File: src/rtl/trk_pkg.sv
package trk_pkg;

  typedef enum logic [0:0] {
    ST_IDLE = 1'b0,
    ST_DIV  = 1'b1
  } trk_state_e;

endpackage

File: src/rtl/trk_rr_arb.sv
module trk_rr_arb #(
  parameter int N = 6
) (
  input  logic                 clk,
  input  logic                 rst_n,
  input  logic [N-1:0]         req,
  input  logic                 take,
  output logic [N-1:0]         gnt,
  output logic [$clog2(N)-1:0] sel,
  output logic                 any
);
  localparam int IW = $clog2(N);

  logic [IW-1:0] last_q;

  // first pending index strictly after last_q, wrapping
  always_comb begin
    gnt = '0;
    sel = '0;
    any = 1'b0;
    for (int off = 1; off <= N; off++) begin
      int idx;
      idx = (int'(last_q) + off) % N;
      if (!any && req[idx]) begin
        any      = 1'b1;
        gnt[idx] = 1'b1;
        sel      = IW'(idx);
      end
    end
  end

  always_ff @(posedge clk) begin
    if (!rst_n)    last_q <= IW'(N - 1);
    else if (take) last_q <= sel;
  end

endmodule

File: src/rtl/trk_mag_est.sv
module trk_mag_est #(
  parameter int DW = 16
) (
  input  logic signed [DW-1:0] i_val,
  input  logic signed [DW-1:0] q_val,
  output logic [DW:0]          abs_i,
  output logic [DW:0]          abs_q,
  output logic [DW:0]          mag
);
  function automatic logic [DW:0] absv(input logic signed [DW-1:0] v);
    logic [DW:0] ext;
    ext = {v[DW-1], v};
    return v[DW-1] ? (~ext + 1'b1) : ext;
  endfunction

  function automatic logic [DW:0] max_quarter_min(input logic [DW:0] a, input logic [DW:0] b);
    logic [DW:0] hi, lo;
    hi = (a >= b) ? a : b;
    lo = (a >= b) ? b : a;
    return hi + (lo >> 2);
  endfunction

  always_comb begin
    abs_i = absv(i_val);
    abs_q = absv(q_val);
    mag   = max_quarter_min(abs_i, abs_q);
  end

endmodule

File: src/rtl/trk_restoring_div.sv
module trk_restoring_div #(
  parameter int NW  = 25,
  parameter int DVW = 17
) (
  input  logic           clk,
  input  logic           rst_n,
  input  logic           start,
  input  logic [NW-1:0]  dividend,
  input  logic [DVW-1:0] divisor,
  output logic           busy,
  output logic           done,
  output logic [NW-1:0]  quot
);
  localparam int CW = $clog2(NW + 1);

  logic [DVW-1:0] rem_q;
  logic [DVW-1:0] dvs_q;
  logic [NW-1:0]  shf_q;
  logic [CW-1:0]  cnt_q;
  logic [DVW:0]   trial;
  logic           fits;

  assign trial = {rem_q, shf_q[NW-1]};
  assign fits  = trial >= {1'b0, dvs_q};
  assign quot  = shf_q;

  always_ff @(posedge clk) begin
    if (!rst_n) begin
      rem_q <= '0;
      dvs_q <= '0;
      shf_q <= '0;
      cnt_q <= '0;
      busy  <= 1'b0;
      done  <= 1'b0;
    end else begin
      done <= 1'b0;
      if (start) begin
        rem_q <= '0;
        dvs_q <= divisor;
        shf_q <= dividend;
        cnt_q <= CW'(NW);
        busy  <= 1'b1;
      end else if (busy) begin
        rem_q <= fits ? DVW'(trial - {1'b0, dvs_q}) : trial[DVW-1:0];
        shf_q <= {shf_q[NW-2:0], fits};
        cnt_q <= cnt_q - 1'b1;
        if (cnt_q == CW'(1)) begin
          busy <= 1'b0;
          done <= 1'b1;
        end
      end
    end
  end

endmodule

File: src/rtl/trk_discrim_shared.sv
module trk_discrim_shared #(
  parameter int NUM_CH = 6,
  parameter int DATA_W = 16,
  parameter int FRAC_W = 8,
  parameter int PH_W   = 16
) (
  input  logic                        clk,
  input  logic                        rst_n,
  input  logic [NUM_CH-1:0]           req_vld,
  input  logic [NUM_CH*DATA_W-1:0]    req_i,
  input  logic [NUM_CH*DATA_W-1:0]    req_q,
  output logic [NUM_CH-1:0]           req_ack,
  output logic                        res_vld,
  output logic [$clog2(NUM_CH)-1:0]   res_ch,
  output logic [DATA_W:0]             res_mag,
  output logic signed [PH_W-1:0]      res_phase
);
  import trk_pkg::*;

  localparam int CH_W  = $clog2(NUM_CH);
  localparam int MAG_W = DATA_W + 1;
  localparam int NUM_W = MAG_W + FRAC_W;
  localparam int PMAX  = 2 ** (PH_W - 1) - 1;

  // clamp the raw quotient and apply the sign rules
  function automatic logic [PH_W-1:0] fold_phase(input logic [NUM_W-1:0] quo,
                                                 input logic neg_q, input logic neg_i,
                                                 input logic i_zero);
    logic [PH_W-1:0] m;
    m = (quo > NUM_W'(PMAX)) ? PH_W'(PMAX) : quo[PH_W-1:0];
    if (i_zero)          return neg_q ? (~PH_W'(PMAX) + 1'b1) : PH_W'(PMAX);
    if (neg_q ^ neg_i)   return ~m + 1'b1;
    return m;
  endfunction

  trk_state_e state_q;

  logic [NUM_CH-1:0] arb_gnt;
  logic [CH_W-1:0]   arb_sel;
  logic              arb_any;
  logic              grant_fire;
  logic              div_done;
  logic              div_busy;
  logic [NUM_W-1:0]  div_quot;

  logic signed [DATA_W-1:0] sel_i, sel_q;
  logic [MAG_W-1:0]         abs_i, abs_q, mag_est;

  logic [CH_W-1:0]  ch_q;
  logic [MAG_W-1:0] mag_q;
  logic             neg_i_q, neg_q_q, izero_q;

  assign grant_fire = (state_q == ST_IDLE) && arb_any;
  assign sel_i      = req_i[int'(arb_sel)*DATA_W +: DATA_W];
  assign sel_q      = req_q[int'(arb_sel)*DATA_W +: DATA_W];

  trk_rr_arb #(.N(NUM_CH)) u_arb (
    .clk  (clk),
    .rst_n(rst_n),
    .req  (req_vld),
    .take (grant_fire),
    .gnt  (arb_gnt),
    .sel  (arb_sel),
    .any  (arb_any)
  );

  trk_mag_est #(.DW(DATA_W)) u_mag (
    .i_val(sel_i),
    .q_val(sel_q),
    .abs_i(abs_i),
    .abs_q(abs_q),
    .mag  (mag_est)
  );

  trk_restoring_div #(.NW(NUM_W), .DVW(MAG_W)) u_div (
    .clk     (clk),
    .rst_n   (rst_n),
    .start   (grant_fire),
    .dividend({abs_q, {FRAC_W{1'b0}}}),
    .divisor (abs_i),
    .busy    (div_busy),
    .done    (div_done),
    .quot    (div_quot)
  );

  always_ff @(posedge clk) begin
    if (!rst_n) begin
      state_q   <= ST_IDLE;
      req_ack   <= '0;
      ch_q      <= '0;
      mag_q     <= '0;
      neg_i_q   <= 1'b0;
      neg_q_q   <= 1'b0;
      izero_q   <= 1'b0;
      res_vld   <= 1'b0;
      res_ch    <= '0;
      res_mag   <= '0;
      res_phase <= '0;
    end else begin
      req_ack <= grant_fire ? arb_gnt : '0;
      res_vld <= 1'b0;
      case (state_q)
        ST_IDLE: if (grant_fire) begin
          state_q <= ST_DIV;
          ch_q    <= arb_sel;
          mag_q   <= mag_est;
          neg_i_q <= sel_i[DATA_W-1];
          neg_q_q <= sel_q[DATA_W-1];
          izero_q <= (sel_i == '0);
        end
        ST_DIV: if (div_done) begin
          state_q   <= ST_IDLE;
          res_vld   <= 1'b1;
          res_ch    <= ch_q;
          res_mag   <= mag_q;
          res_phase <= $signed(fold_phase(div_quot, neg_q_q, neg_i_q, izero_q));
        end
        default: state_q <= ST_IDLE;
      endcase
    end
  end

endmodule

File: config.mk
export PLATFORM = sky130hd
export DESIGN_NAME = trk_discrim_shared
export DESIGN_NICKNAME = d
export VERILOG_FILES = /design/src/rtl/trk_pkg.sv /design/src/rtl/trk_rr_arb.sv /design/src/rtl/trk_mag_est.sv /design/src/rtl/trk_restoring_div.sv /design/src/rtl/trk_discrim_shared.sv
export SDC_FILE = /design/constraint.sdc
export NUM_CORES = 1
export LEC_CHECK = 0
export BUFFER_PORTS_ARGS = -buffer_cell sky130_fd_sc_hd__buf_2
export CORE_MARGIN = 1
export CORE_UTILIZATION = 30
export DETAILED_ROUTE_END_ITERATION = 10
export SYNTH_ARGS = -nofsm -noshare
export SYNTH_HDL_FRONTEND = slang
export SYNTH_SLANG_ARGS = --single-unit
File: constraint.sdc
create_clock -name clk -period 10.2 [get_ports clk]
set_clock_uncertainty 0.05 [all_clocks]
set_input_delay 1.02 -clock clk [delete_from_list [all_inputs] [get_ports clk]]
set_output_delay 1.02 -clock clk [all_outputs]
set_load 0.01 [all_outputs]
* Word level (Yosys, flattened, before mapping) *
Cells that the tools add are included.

cells by class
  reduce and logical (&&, ||, !) cells = 25
  $add $sub $neg = 12
  multiplexer cells = 80
  equality and inequality tests = 1
  shifts and indexed selects = 2
  bitwise gates (word level) = 12
  div/mod/pow operators = 6
  magnitude comparators = 15

operator list
  kind                     number
  $ge A32 B1 Y1 const B    6
  $lt A32 B5 Y1 const B    6
  $mod A32 B4 Y32 const B  6
  $shiftx A96 B8 Y16       2
  $mux W16                 6
  $mux W17                 5
  $mux W25                 2
  $mux W1                  40
  $mux W6                  6
  $add A17 B1 Y17 const B  2
  $not A17 Y17             2
  $or A6 B6 Y6             5
  $gt A25 B15 Y1 const B   1
  $bmux W1 S3              6
  $demux W1 S3             6
  $ge A18 B17 Y1           1
  $mux W3                  6
  $add A17 B15 Y17         1
  $ge A17 B17 Y1           1
  $sub A17 B17 Y17         1
  $add A16 B1 Y16 const B  1
  $logic_not A16 Y1        1
  $not A16 Y16             1
  $add A3 B3 Y4 const B    3
  14 further kinds         36

word-level totals
  output and inout port bits = 43
  bits in registers = 136
  logic and storage cells = 173

* Longest topological paths before layout *
Gate-level depths: netlist (run 1).

  depth after elaboration = 28
  gate-level depth with buffers = 58

* Hierarchy *
Synthesis (run 1) repeated with hierarchy kept, for this count alone.

unflattened totals
  cells, all modules = 1498
  area total of the unflattened synthesis = 12179.2 um2

modules (own cells, without submodules)
  module              times used  cells each  seq. area each (um2)  area an instance (um2)
  trk_discrim_shared  1           551         1341.3                4698.3
  trk_restoring_div   1           426         1321.3                3743.6
  trk_mag_est         1           291         0.0                   2055.7
  trk_rr_arb          1           230         60.1                  1681.6

* Worst setup path before layout (run 1) *
OpenSTA, ideal clock, no wires.

  kind = reg-to-reg
  start = register u_arb.last_q[0]
  end = register mag_q[14]
  cell stages (with the launch flop) = 58
  setup time = 0.115 ns
  arrival time = 10.154 ns
  slack = -0.119 ns
  clock period less this slack = 10.319 ns
  path through = dfxtp_1 -> buf_6 -> buf_2 -> inv_1 -> clkbuf_1 -> ha_1 -> xor2_2 -> inv_2 -> ha_1 -> nor2b_1 -> nand3_1 -> and3_1 -> o22ai_1 -> o21ai_2 -> or4_4 -> and3_4 -> buf_6 -> buf_6 -> [... 22 more ...] -> ha_1 -> fa_1 -> a21oi_1 -> nor2_1 -> nor2_1 -> o21bai_1 -> a21oi_1 -> o21bai_1 -> a21oi_1 -> o21bai_1 -> a21oi_1 -> o21bai_1 -> a21oi_1 -> o21bai_1 -> a21oi_1 -> xor2_1 -> o21ai_0 -> and2_1

between the ends
  cells in the longest elaborated chain, start to end = 28

RTL lines
  what                                         RTL line                              RTL
  start: declaration                           trk_rr_arb.sv:14                      logic [IW-1:0] last_q;
  start signal: assignment                     trk_rr_arb.sv:33                      if (!rst_n) last_q <= IW'(N - 1);
  start signal: assignment                     trk_rr_arb.sv:34                      else if (take) last_q <= sel;
  $add A3 B1 Y4                                trk_rr_arb.sv:23                      idx = (int'(last_q) + off) % N;
  $mod A32 B4 Y32                              trk_rr_arb.sv:23
  $bmux W1 S3                                  trk_rr_arb.sv:24                      if (!any && req[idx]) begin
  $mux W1 (not written as such) (2 in series)  trk_rr_arb.sv:24
  $mux W1                                      trk_rr_arb.sv:24
  $logic_not A1 Y1                             trk_rr_arb.sv:24
  $logic_and A1 B1 Y1                          trk_rr_arb.sv:24
  $mux W1                                      trk_rr_arb.sv:24
  [... 12 more ...]                            -
  $shiftx A96 B8 Y16 *                         trk_discrim_shared.sv:54              assign sel_i = req_i[int'(arb_sel)*DATA_W +: DATA_W];
  $not A17 Y17                                 trk_mag_est.sv:13                     return v[DW-1] ? (~ext + 1'b1) : ext;
  $add A17 B1 Y17                              trk_mag_est.sv:13
  $mux W17 *                                   trk_mag_est.sv:13
  net abs_i[8]                                 trk_discrim_shared.sv:47              logic [MAG_W-1:0] abs_i, abs_q, mag_est;
  $ge A17 B17 Y1                               trk_mag_est.sv:18, trk_mag_est.sv:19
  $mux W17, on equally long branches           trk_mag_est.sv:18, trk_mag_est.sv:19
  $add A17 B15 Y17 *                           trk_mag_est.sv:20                     return hi + (lo >> 2);
  end signal: assignment                       trk_discrim_shared.sv:106             mag_q <= mag_est;
  end: declaration                             trk_discrim_shared.sv:50              logic [MAG_W-1:0] mag_q;

Mark *: on every way through the listed nets, which the timed path passes. The rest lies on a longest branch. The select of a mux whose other input is x is not followed.
A chain may end at the register's enable or synchronous reset.

==> run_results.csv, run 1 <==
group,metric,value,unit
status,status,"finished, final reports clean",
clock_tree,cts-buffers-inserted,17,
placed_design,gp_congestion,0.953,
floorplanning,initial_core_util,30.7,%
layout,nets,2161,
synth,synth_edf_count,0,
timing,worst_pin_slew,1070,ps
timing,setup_viol,0,
layout,multi_input_area,0.00868,sq mm
detailed_routing,drc,0,
synth,ys_seq_area_share,22.6,%
floorplanning,die_area,0.0407,sq mm
layout,drive_gt1_share,25.1,%
timing,fmax,104,MHz
synth,syn_inst,1623,
placed_design,place_hpwl,34200,um
clock_tree,htreeDepth,4,
detailed_routing,viasPerCell,5.22,
setup_path,cp.arrival,9850,ps
global_routing,grt_max_degree,78,
floorplanning,die_x,202,um
layout,mostFrequentLayoutCells,"nand2_1, buf_2, nor2_1",
setup_path,cpMostUsedCell,"o21bai_1",
detailed_routing,vias,12627,
setup_path,crit_required,10460,ps
layout,syn_to_final_growth,25.2,%
clock_tree,clock_sinks,135,
timing,min_period,9580,ps
setup_path,setup.worst_path.start,"ch_q[1]",
timing,relSlewSlack,28.4,%
setup_path,regToRegSetupSlack,620,ps
layout,fill_cells,4135,
synth,synth-seq-cells,135,
layout,register_area,0.00271,sq mm
synth,synth_flop_cell,"dfxtp_1",
timing,fin_crit_sh,94.0,%
clock_tree,clkTransAtPathRegs,60,ps
placed_design,port-buffer-count,242,
detailed_routing,drt_iter0_drc,788,
global_routing,grt_overflow_total,0,
flow_run,drv_cap,0,
global_routing,grt_first_pass_wirelength,66500,um
synth,syn_area_per_cell,7.38,sq um
clock_tree,clock_latency,420,ps
clock_tree,root_buffer,"clkbuf_16",
layout,n_antenna_cell,0,
setup_path,setup.worst_path.start_class,"register",
worst_hold_path,min_from,"u_div.dvs_q[16]",
detailed_routing,totalWireLength,42900,um
setup_path,timing.rr.start,"ch_q[1]",
floorplanning,core-area,0.0390,sq mm
global_routing,grtUsageTotal,20.5,%
clock_tree,cts_tree,"yes",
setup_path,path_class,"register to register",
floorplanning,rows,72,
setup_path,cp_slowest_cell,"or4_4",
setup_path,critPathMaxStageDelay,520,ps
timing,final-hold-violation-count,0,
synth,ys_warn_count,0,
detailed_routing,post_drt_wl_per_cell,17.8,um
setup_path,cp_max_fo,16,
synth,async_flop_share,0,%
synth,syn-cell-area,0.0120,sq mm
detailed_routing,antenna_left,0,
clock_tree,cts_max_path_buffers,2,
timing,slew_viol_final,0,
floorplanning,ioPinCount,243,
layout,layout_commonest_cell,"nand2_1",
floorplanning,die_y,202,um
global_routing,antenna_found_initial,0,
layout,post-route-util,38.5,%
synth,synth_cell_types,104,
worst_hold_path,hold_class,"register to register",
setup_path,setup.worst_path.end_class,"register",
detailed_routing,drtPass1Iterations,5,
global_routing,grt_pass1_vias,12138,
## timing repair
item / CTS / global route
setup endpoints to repair: 0 / 8
endpoints found under the hold margin: 0 / 0
resized for setup: 0 / 37
buffers inserted: 0 / 9
hold buffers: 0 / 0
## stage by stage
| step | hold WS (ps) | cells | cell area, sq um | setup TNS, ps | worst slack, ps |
|---|---|---|---|---|---|
| after floorplan | 372 | 1624 | 12000 | 0 | 0.457 |
| after global placement | 383 | 2376 | 14200 | 0 | 361 |
| after detailed placement | 393 | 2376 | 14200 | 0 | 245 |
| after CTS | 402 | 2407 | 14800 | 0 | 221 |
| after global routing | 405 | 2417 | 15000 | -139 | -73.5 |
| final | 396 | 2417 | 15000 | 0 | 616 |
## Yosys cell counts (22+ instances only)
| cell | instances | area, sq um |
|---|---|---|
| nand2_1 | 249 | 935 |
| nor2_1 | 158 | 593 |
| dfxtp_1 | 135 | 2700 |
| o21ai_0 | 106 | 531 |
| inv_1 | 76 | 285 |
| clkbuf_1 | 72 | 270 |
| ha_1 | 72 | 901 |
| a21oi_1 | 63 | 315 |
| nand3_1 | 63 | 315 |
| a21boi_0 | 57 | 428 |
| mux2i_1 | 56 | 561 |
| xnor2_1 | 32 | 280 |
| a31oi_1 | 25 | 156 |
| and3_1 | 22 | 138 |
| nor3_1 | 22 | 110 |
| o211a_1 | 22 | 220 |
| xor2_1 | 22 | 193 |
## cell type report
| type | count | share of cell area [%] |
|---|---|---|
| multi-input combinational | 1307 | 57.9 |
| sequential | 135 | 18.1 |
| timing repair buffer | 345 | 13.7 |
| tap | 518 | 4.32 |
| clock buffer | 17 | 2.84 |
| inverter | 81 | 2.03 |
| clock inverter | 14 | 1.18 |
## cell families after synthesis
family	Yosys count	share of synthesized area, %
AO/OA/AOI/OAI	454	27.0
XOR/XNOR	57	4.45
adder cells (fa/ha/maj)	75	7.95
buffers and inverters	182	6.30
flip-flops	135	22.6
multiplexers	82	7.12
other	2	0.0627
AND/OR/NAND/NOR	636	24.6
## registers in the layout (all words and copies together), names as in the netlist, 3 cells and up
register / count
u_div.rem_q: 17
res_mag: 17
u_div.dvs_q: 17
u_div.cnt_q: 5
mag_q: 17
req_ack: 6
res_ch: 3
ch_q: 3
u_div.quot: 25
res_phase: 16
## per-layer routing
layer  track usage [%]  routed length, um  up-vias
li1                  -                  -     6309
met1              26.6              19500     5887
met2              34.9              20300      386
met3              2.81               2030       45
met4              6.39               1110        0
met5                 0                  0        -
## final timing paths
path	endpoint	cells after the start
worst max register to register	mag_q[14]	47
worst min-delay path	u_div.dvs_q[16]	2
worst min register to register	u_div.dvs_q[16]	2
worst max-delay path	mag_q[14]	47
## critical path, delay by kind of cell (launching register included)
| family | cells | cell delay [ps] |
|---|---|---|
| AO/OA/AOI/OAI | 19 | 2840 |
| XOR/XNOR | 2 | 390 |
| adder cells (fa/ha/maj) | 6 | 1900 |
| buffers and inverters | 3 | 490 |
| flip-flops | 1 | 400 |
| AND/OR/NAND/NOR | 17 | 3360 |
Power of run 1 is not shown: default switching activity piles up to over one toggle a cycle in this logic, so the estimate is an artifact.
==> inputs of run 2 (changes only) <==
--- a/config.mk
+++ b/config.mk
@@ -6,9 +6,12 @@
 export NUM_CORES = 1
 export LEC_CHECK = 0
 export BUFFER_PORTS_ARGS = -buffer_cell sky130_fd_sc_hd__buf_2
+export CELL_PAD_IN_SITES_DETAIL_PLACEMENT = 1
+export CELL_PAD_IN_SITES_GLOBAL_PLACEMENT = 2
 export CORE_MARGIN = 1
-export CORE_UTILIZATION = 30
+export CORE_UTILIZATION = 29
 export DETAILED_ROUTE_END_ITERATION = 10
+export PLACE_DENSITY_LB_ADDON = 0.1
 export SYNTH_ARGS = -nofsm -noshare
 export SYNTH_HDL_FRONTEND = slang
 export SYNTH_SLANG_ARGS = --single-unit
==> run_results.csv, run 2 (synthesis gave the netlist of run 1 again) <==
group,metric,value,unit
status,status,"finished, final reports clean",
layout,nets,2169,
timing,min_period,9580,ps
worst_hold_path,min_from,"u_div.dvs_q[16]",
timing,worst_pin_slew,868,ps
placed_design,dp_slack,-201,ps
clock_tree,root_buffer,"clkbuf_16",
setup_path,cp_max_fo,13,
floorplanning,die_x,205,um
global_routing,grtUsageTotal,22.1,%
global_routing,antenna_found_initial,4,
layout,drive_gt1_share,26.2,%
setup_path,setup.worst_path.start_class,"register",
global_routing,grt_overflow_total,0,
placed_design,gp_congestion,0.899,
floorplanning,rows,74,
floorplanning,ioPinCount,243,
layout,post-route-util,37.1,%
setup_path,timing.rr.start,"u_arb.last_q[0]",
flow_run,drv_cap,0,
clock_tree,htreeDepth,4,
layout,final-instance-count-excl-fill,2441,
timing,fin_crit_sh,93.9,%
layout,mostFrequentLayoutCells,"nand2_1, buf_2, nor2_1",
clock_tree,clkTransAtPathRegs,60,ps
timing,fmax,104,MHz
timing,slew_viol_final,0,
detailed_routing,antenna_left,0,
setup_path,critPathMaxStageDelay,470,ps
global_routing,grt_first_pass_wirelength,72300,um
floorplanning,die_y,205,um
setup_path,cp.arrival,9860,ps
timing,holdWs,391,ps
detailed_routing,totalWireLength,46300,um
timing,setup_viol,0,
setup_path,setup.worst_path.start,"u_arb.last_q[0]",
floorplanning,initial_core_util,29.3,%
floorplanning,die_area,0.0421,sq mm
layout,largest_reg_flops,25,
detailed_routing,vias,12651,
detailed_routing,drc,0,
setup_path,path_class,"register to register",
detailed_routing,drt_iter0_drc,577,
detailed_routing,post_drt_wl_per_cell,19.0,um
timing,fin_ws,622,ps
placed_design,dpl.cell_count,2388,
layout,layout_commonest_cell,"nand2_1",
setup_path,crit_required,10480,ps
setup_path,cp_slowest_cell,"or3_4",
clock_tree,clock_sinks,135,
placed_design,port-buffer-count,242,
worst_hold_path,hold_class,"register to register",
detailed_routing,viasPerCell,5.18,
layout,syn_to_final_growth,26.6,%
detailed_routing,drtPass1Iterations,5,
timing,relSlewSlack,41.6,%
clock_tree,clock_latency,440,ps
floorplanning,core-area,0.0408,sq mm
placed_design,place_hpwl,37000,um
global_routing,grt_max_degree,78,
clock_tree,cts-buffers-inserted,17,
global_routing,grt_pass1_vias,12983,
timing,final-hold-violation-count,0,
setup_path,cpMostUsedCell,"o21bai_1",
clock_tree,cts_tree,"yes",
setup_path,setup.worst_path.end_class,"register",
clock_tree,cts_max_path_buffers,2,
clock_tree,cts_hold_buffers,0,
run 2: cell types whose count changed in the layout (fill, tap and decap cells not counted), moves of 3 or more:
| cell | before | now |
|---|---|---|
| a21oi_1 | 57 | 53 |
| nor3_2 | 0 | 3 |
| a21oi_2 | 6 | 10 |
| buf_6 | 0 | 4 |
| buf_4 | 98 | 104 |
| nor3_1 | 22 | 19 |
run 2: worst paths after layout:
check	to	slack, ps	depth (start not counted)
worst max-delay path	mag_q[14]	620	48
worst min-delay path	u_div.dvs_q[16]	390	2
worst max register to register	mag_q[14]	620	48
worst min register to register	u_div.dvs_q[16]	390	2
run 2: what timing repair did:
| action | 4_1_cts | 5_1_grt |
|---|---|---|
| setup endpoints to repair | 4 | 8 |
| hold endpoints to repair | 0 | 0 |
| buffers inserted | 1 | 19 |
| pin swaps | 1 | 11 |
| gates resized for setup | 4 | 57 |
run 2: cell type report:
type | count | area (sq um)
antenna | 1 | 2.50
clock inverter | 11 | 125
sequential | 135 | 2710
tap | 532 | 666
timing repair buffer | 353 | 2100
multi-input combinational | 1307 | 8810
clock buffer | 21 | 460
inverter | 81 | 304
fill | 5040 | 25700
run 2: per-stage QoR:
step | setup TNS, ps | cell area, sq um
after global placement | 0 | 14200
after CTS | 0 | 14800
final | 0 | 15200
after global routing | -185 | 15200
after floorplan | 0 | 12000
after detailed placement | -533 | 14200
run 2: critical path, delay by kind of cell, from the launching register on:
family          cells  cell delay [ps]
fa+ha+maj           6             1870
buf+inv             4              640
simple gates       15             2940
flops               1              340
xor+xnor            2              380
compound gates     21             3200
run 2: layer usage:
layer | up-vias | part of all wire (%) | GRT usage (%)
met3 | 45 | 3.5 | 3.33
met5 | - | 0.076 | 0
met4 | 6 | 1.8 | 6.16
met1 | 6056 | 48 | 29.9
met2 | 237 | 47 | 36.1
li1 | 6307 | - | -
Power of run 2 is left out for the same reason.
==> inputs of run 3 (changes only) <==
--- a/config.mk
+++ b/config.mk
@@ -11,6 +11,7 @@
 export CORE_MARGIN = 1
 export CORE_UTILIZATION = 29
 export DETAILED_ROUTE_END_ITERATION = 10
+export GPL_TIMING_DRIVEN = 0
 export PLACE_DENSITY_LB_ADDON = 0.1
 export SYNTH_ARGS = -nofsm -noshare
 export SYNTH_HDL_FRONTEND = slang
==> run_results.csv, run 3 (synthesis gave the netlist of run 1 again) <==
group,metric,value,unit
status,status,"finished, final reports clean",
timing,relSlewSlack,36.6,%
worst_hold_path,hold_class,"register to register",
floorplanning,die_area,0.0421,sq mm
clock_tree,cts_max_path_buffers,2,
layout,syn_to_final_growth,37.3,%
layout,post-route-util,40.3,%
global_routing,grt_first_pass_wirelength,75900,um
clock_tree,cts-buffers-inserted,17,
floorplanning,core-area,0.0408,sq mm
detailed_routing,drtPass1Iterations,5,
timing,setup_viol,0,
placed_design,dpl.cell_count,2398,
detailed_routing,vias,13180,
clock_tree,clkTransAtPathRegs,60,ps
timing,min_period,9800,ps
layout,fill_cells,5022,
global_routing,grt_max_degree,17,
setup_path,cp_slowest_cell,"or4_4",
layout,mostFrequentLayoutCells,"buf_2, nand2_1, nor2_1",
global_routing,grt_pass1_vias,13108,
timing,fin_crit_sh,96.1,%
setup_path,setup.worst_path.start_class,"register",
setup_path,setup.worst_path.end_class,"register",
setup_path,path_buf_inv,14,
floorplanning,die_x,205,um
flow_run,drv_cap,0,
layout,final-instance-count-excl-fill,2549,
clock_tree,root_buffer,"clkbuf_16",
global_routing,grt_overflow_total,0,
layout,fin_area,0.0164,sq mm
placed_design,gp_congestion,0.899,
clock_tree,clock_sinks,135,
timing,fmax,102,MHz
clock_tree,cts_hold_buffers,0,
timing,final-hold-violation-count,0,
setup_path,crit_required,10490,ps
floorplanning,initial_core_util,29.3,%
clock_tree,clock_latency,450,ps
detailed_routing,antenna_left,0,
detailed_routing,post_drt_wl_per_cell,20.0,um
layout,drive_gt1_share,30.7,%
timing,slew_viol_final,0,
setup_path,critPathMaxStageDelay,560,ps
setup_path,cp.arrival,10090,ps
detailed_routing,viasPerCell,5.17,
layout,layout_commonest_cell,"buf_2",
detailed_routing,totalWireLength,50900,um
floorplanning,rows,74,
detailed_routing,drt_iter0_drc,546,
floorplanning,die_y,205,um
clock_tree,cts_tree,"yes",
placed_design,place_hpwl,40700,um
placed_design,dpl_cell_area,0.0139,sq mm
setup_path,critPathTopFamily,"simple AND/OR/NAND/NOR gates",
global_routing,antenna_found_initial,2,
placed_design,port-buffer-count,242,
timing,worst_pin_slew,940,ps
setup_path,cp_max_fo,10,
layout,largest_reg_flops,25,
global_routing,grtUsageTotal,23.5,%
timing,rsz0062_at_grt,"yes",
clock_tree,htreeDepth,4,
timing,fin_ws,396,ps
detailed_routing,drc,0,
setup_path,cpMostUsedCell,"buf_4",
floorplanning,ioPinCount,243,
layout,nets,2277,
placed_design,dp_slack,-3170,ps
setup_path,path_class,"register to register",
## run 3: changes by cell type in the layout (fill, tap and decap cells not counted), moves of 8 or more
cell	previous run	this run
clkbuf_1	2	59
nor2_1	156	146
a21oi_2	10	18
ha_4	1	12
a21oi_1	53	45
buf_4	104	122
ha_1	70	57
## run 3: final timing paths
check	startpoint	slack, ps	endpoint	depth (start not counted)
hold / removal	u_div.dvs_q[16]	400	u_div.dvs_q[16]	2
hold reg to reg	u_div.dvs_q[16]	400	u_div.dvs_q[16]	2
setup / recovery	ch_q[1]	400	mag_q[10]	53
setup reg to reg	ch_q[1]	400	mag_q[10]	53
## run 3: final cells by class
| cell class | instances | area, sq um | area share (%) |
|---|---|---|---|
| Multi-Input combinational cell | 1308 | 9360 | 56.9 |
| Sequential cell | 135 | 2710 | 16.5 |
| Inverter | 81 | 324 | 1.97 |
| Buffer | 99 | 666 | 4.05 |
| Clock buffer | 18 | 439 | 2.67 |
| Tap cell | 532 | 666 | 4.05 |
| Clock inverter | 14 | 150 | 0.913 |
| Antenna cell | 1 | 2.50 | 0.0152 |
| Timing Repair Buffer | 361 | 2130 | 12.9 |
## run 3: stage by stage
| stage | setup TNS [ps] | hold slack (ps) |
|---|---|---|
| final | 0 | 403 |
| after global placement | -33370 | 403 |
| after floorplan | 0 | 372 |
| after CTS | 0 | 412 |
| after detailed placement | -34140 | 402 |
| after global routing | -219 | 437 |
## run 3: worst min-delay path: stages (launching register included)
cell and delay [ps]:
dfxtp_1 300, inv_1 70, nor2_1 50
## run 3: what timing repair did
| item | CTS | global route |
|---|---|---|
| setup endpoints to repair | 17 | 9 |
| pin swaps | 23 | 60 |
| cloned | 0 | 2 |
| setup buffers | 44 | 74 |
| gates resized for setup | 119 | 143 |
## run 3: metal layers
layer / vias to the layer above / wire length, um / track usage (%)
met1: 6337 / 23800 / 30.8
met4: 4 / 976 / 7.25
met5: - / 24 / 0
met3: 48 / 1550 / 2.99
li1: 6541 / - / -
met2: 250 / 24600 / 40.0
Power of run 3 is left out for the same reason.
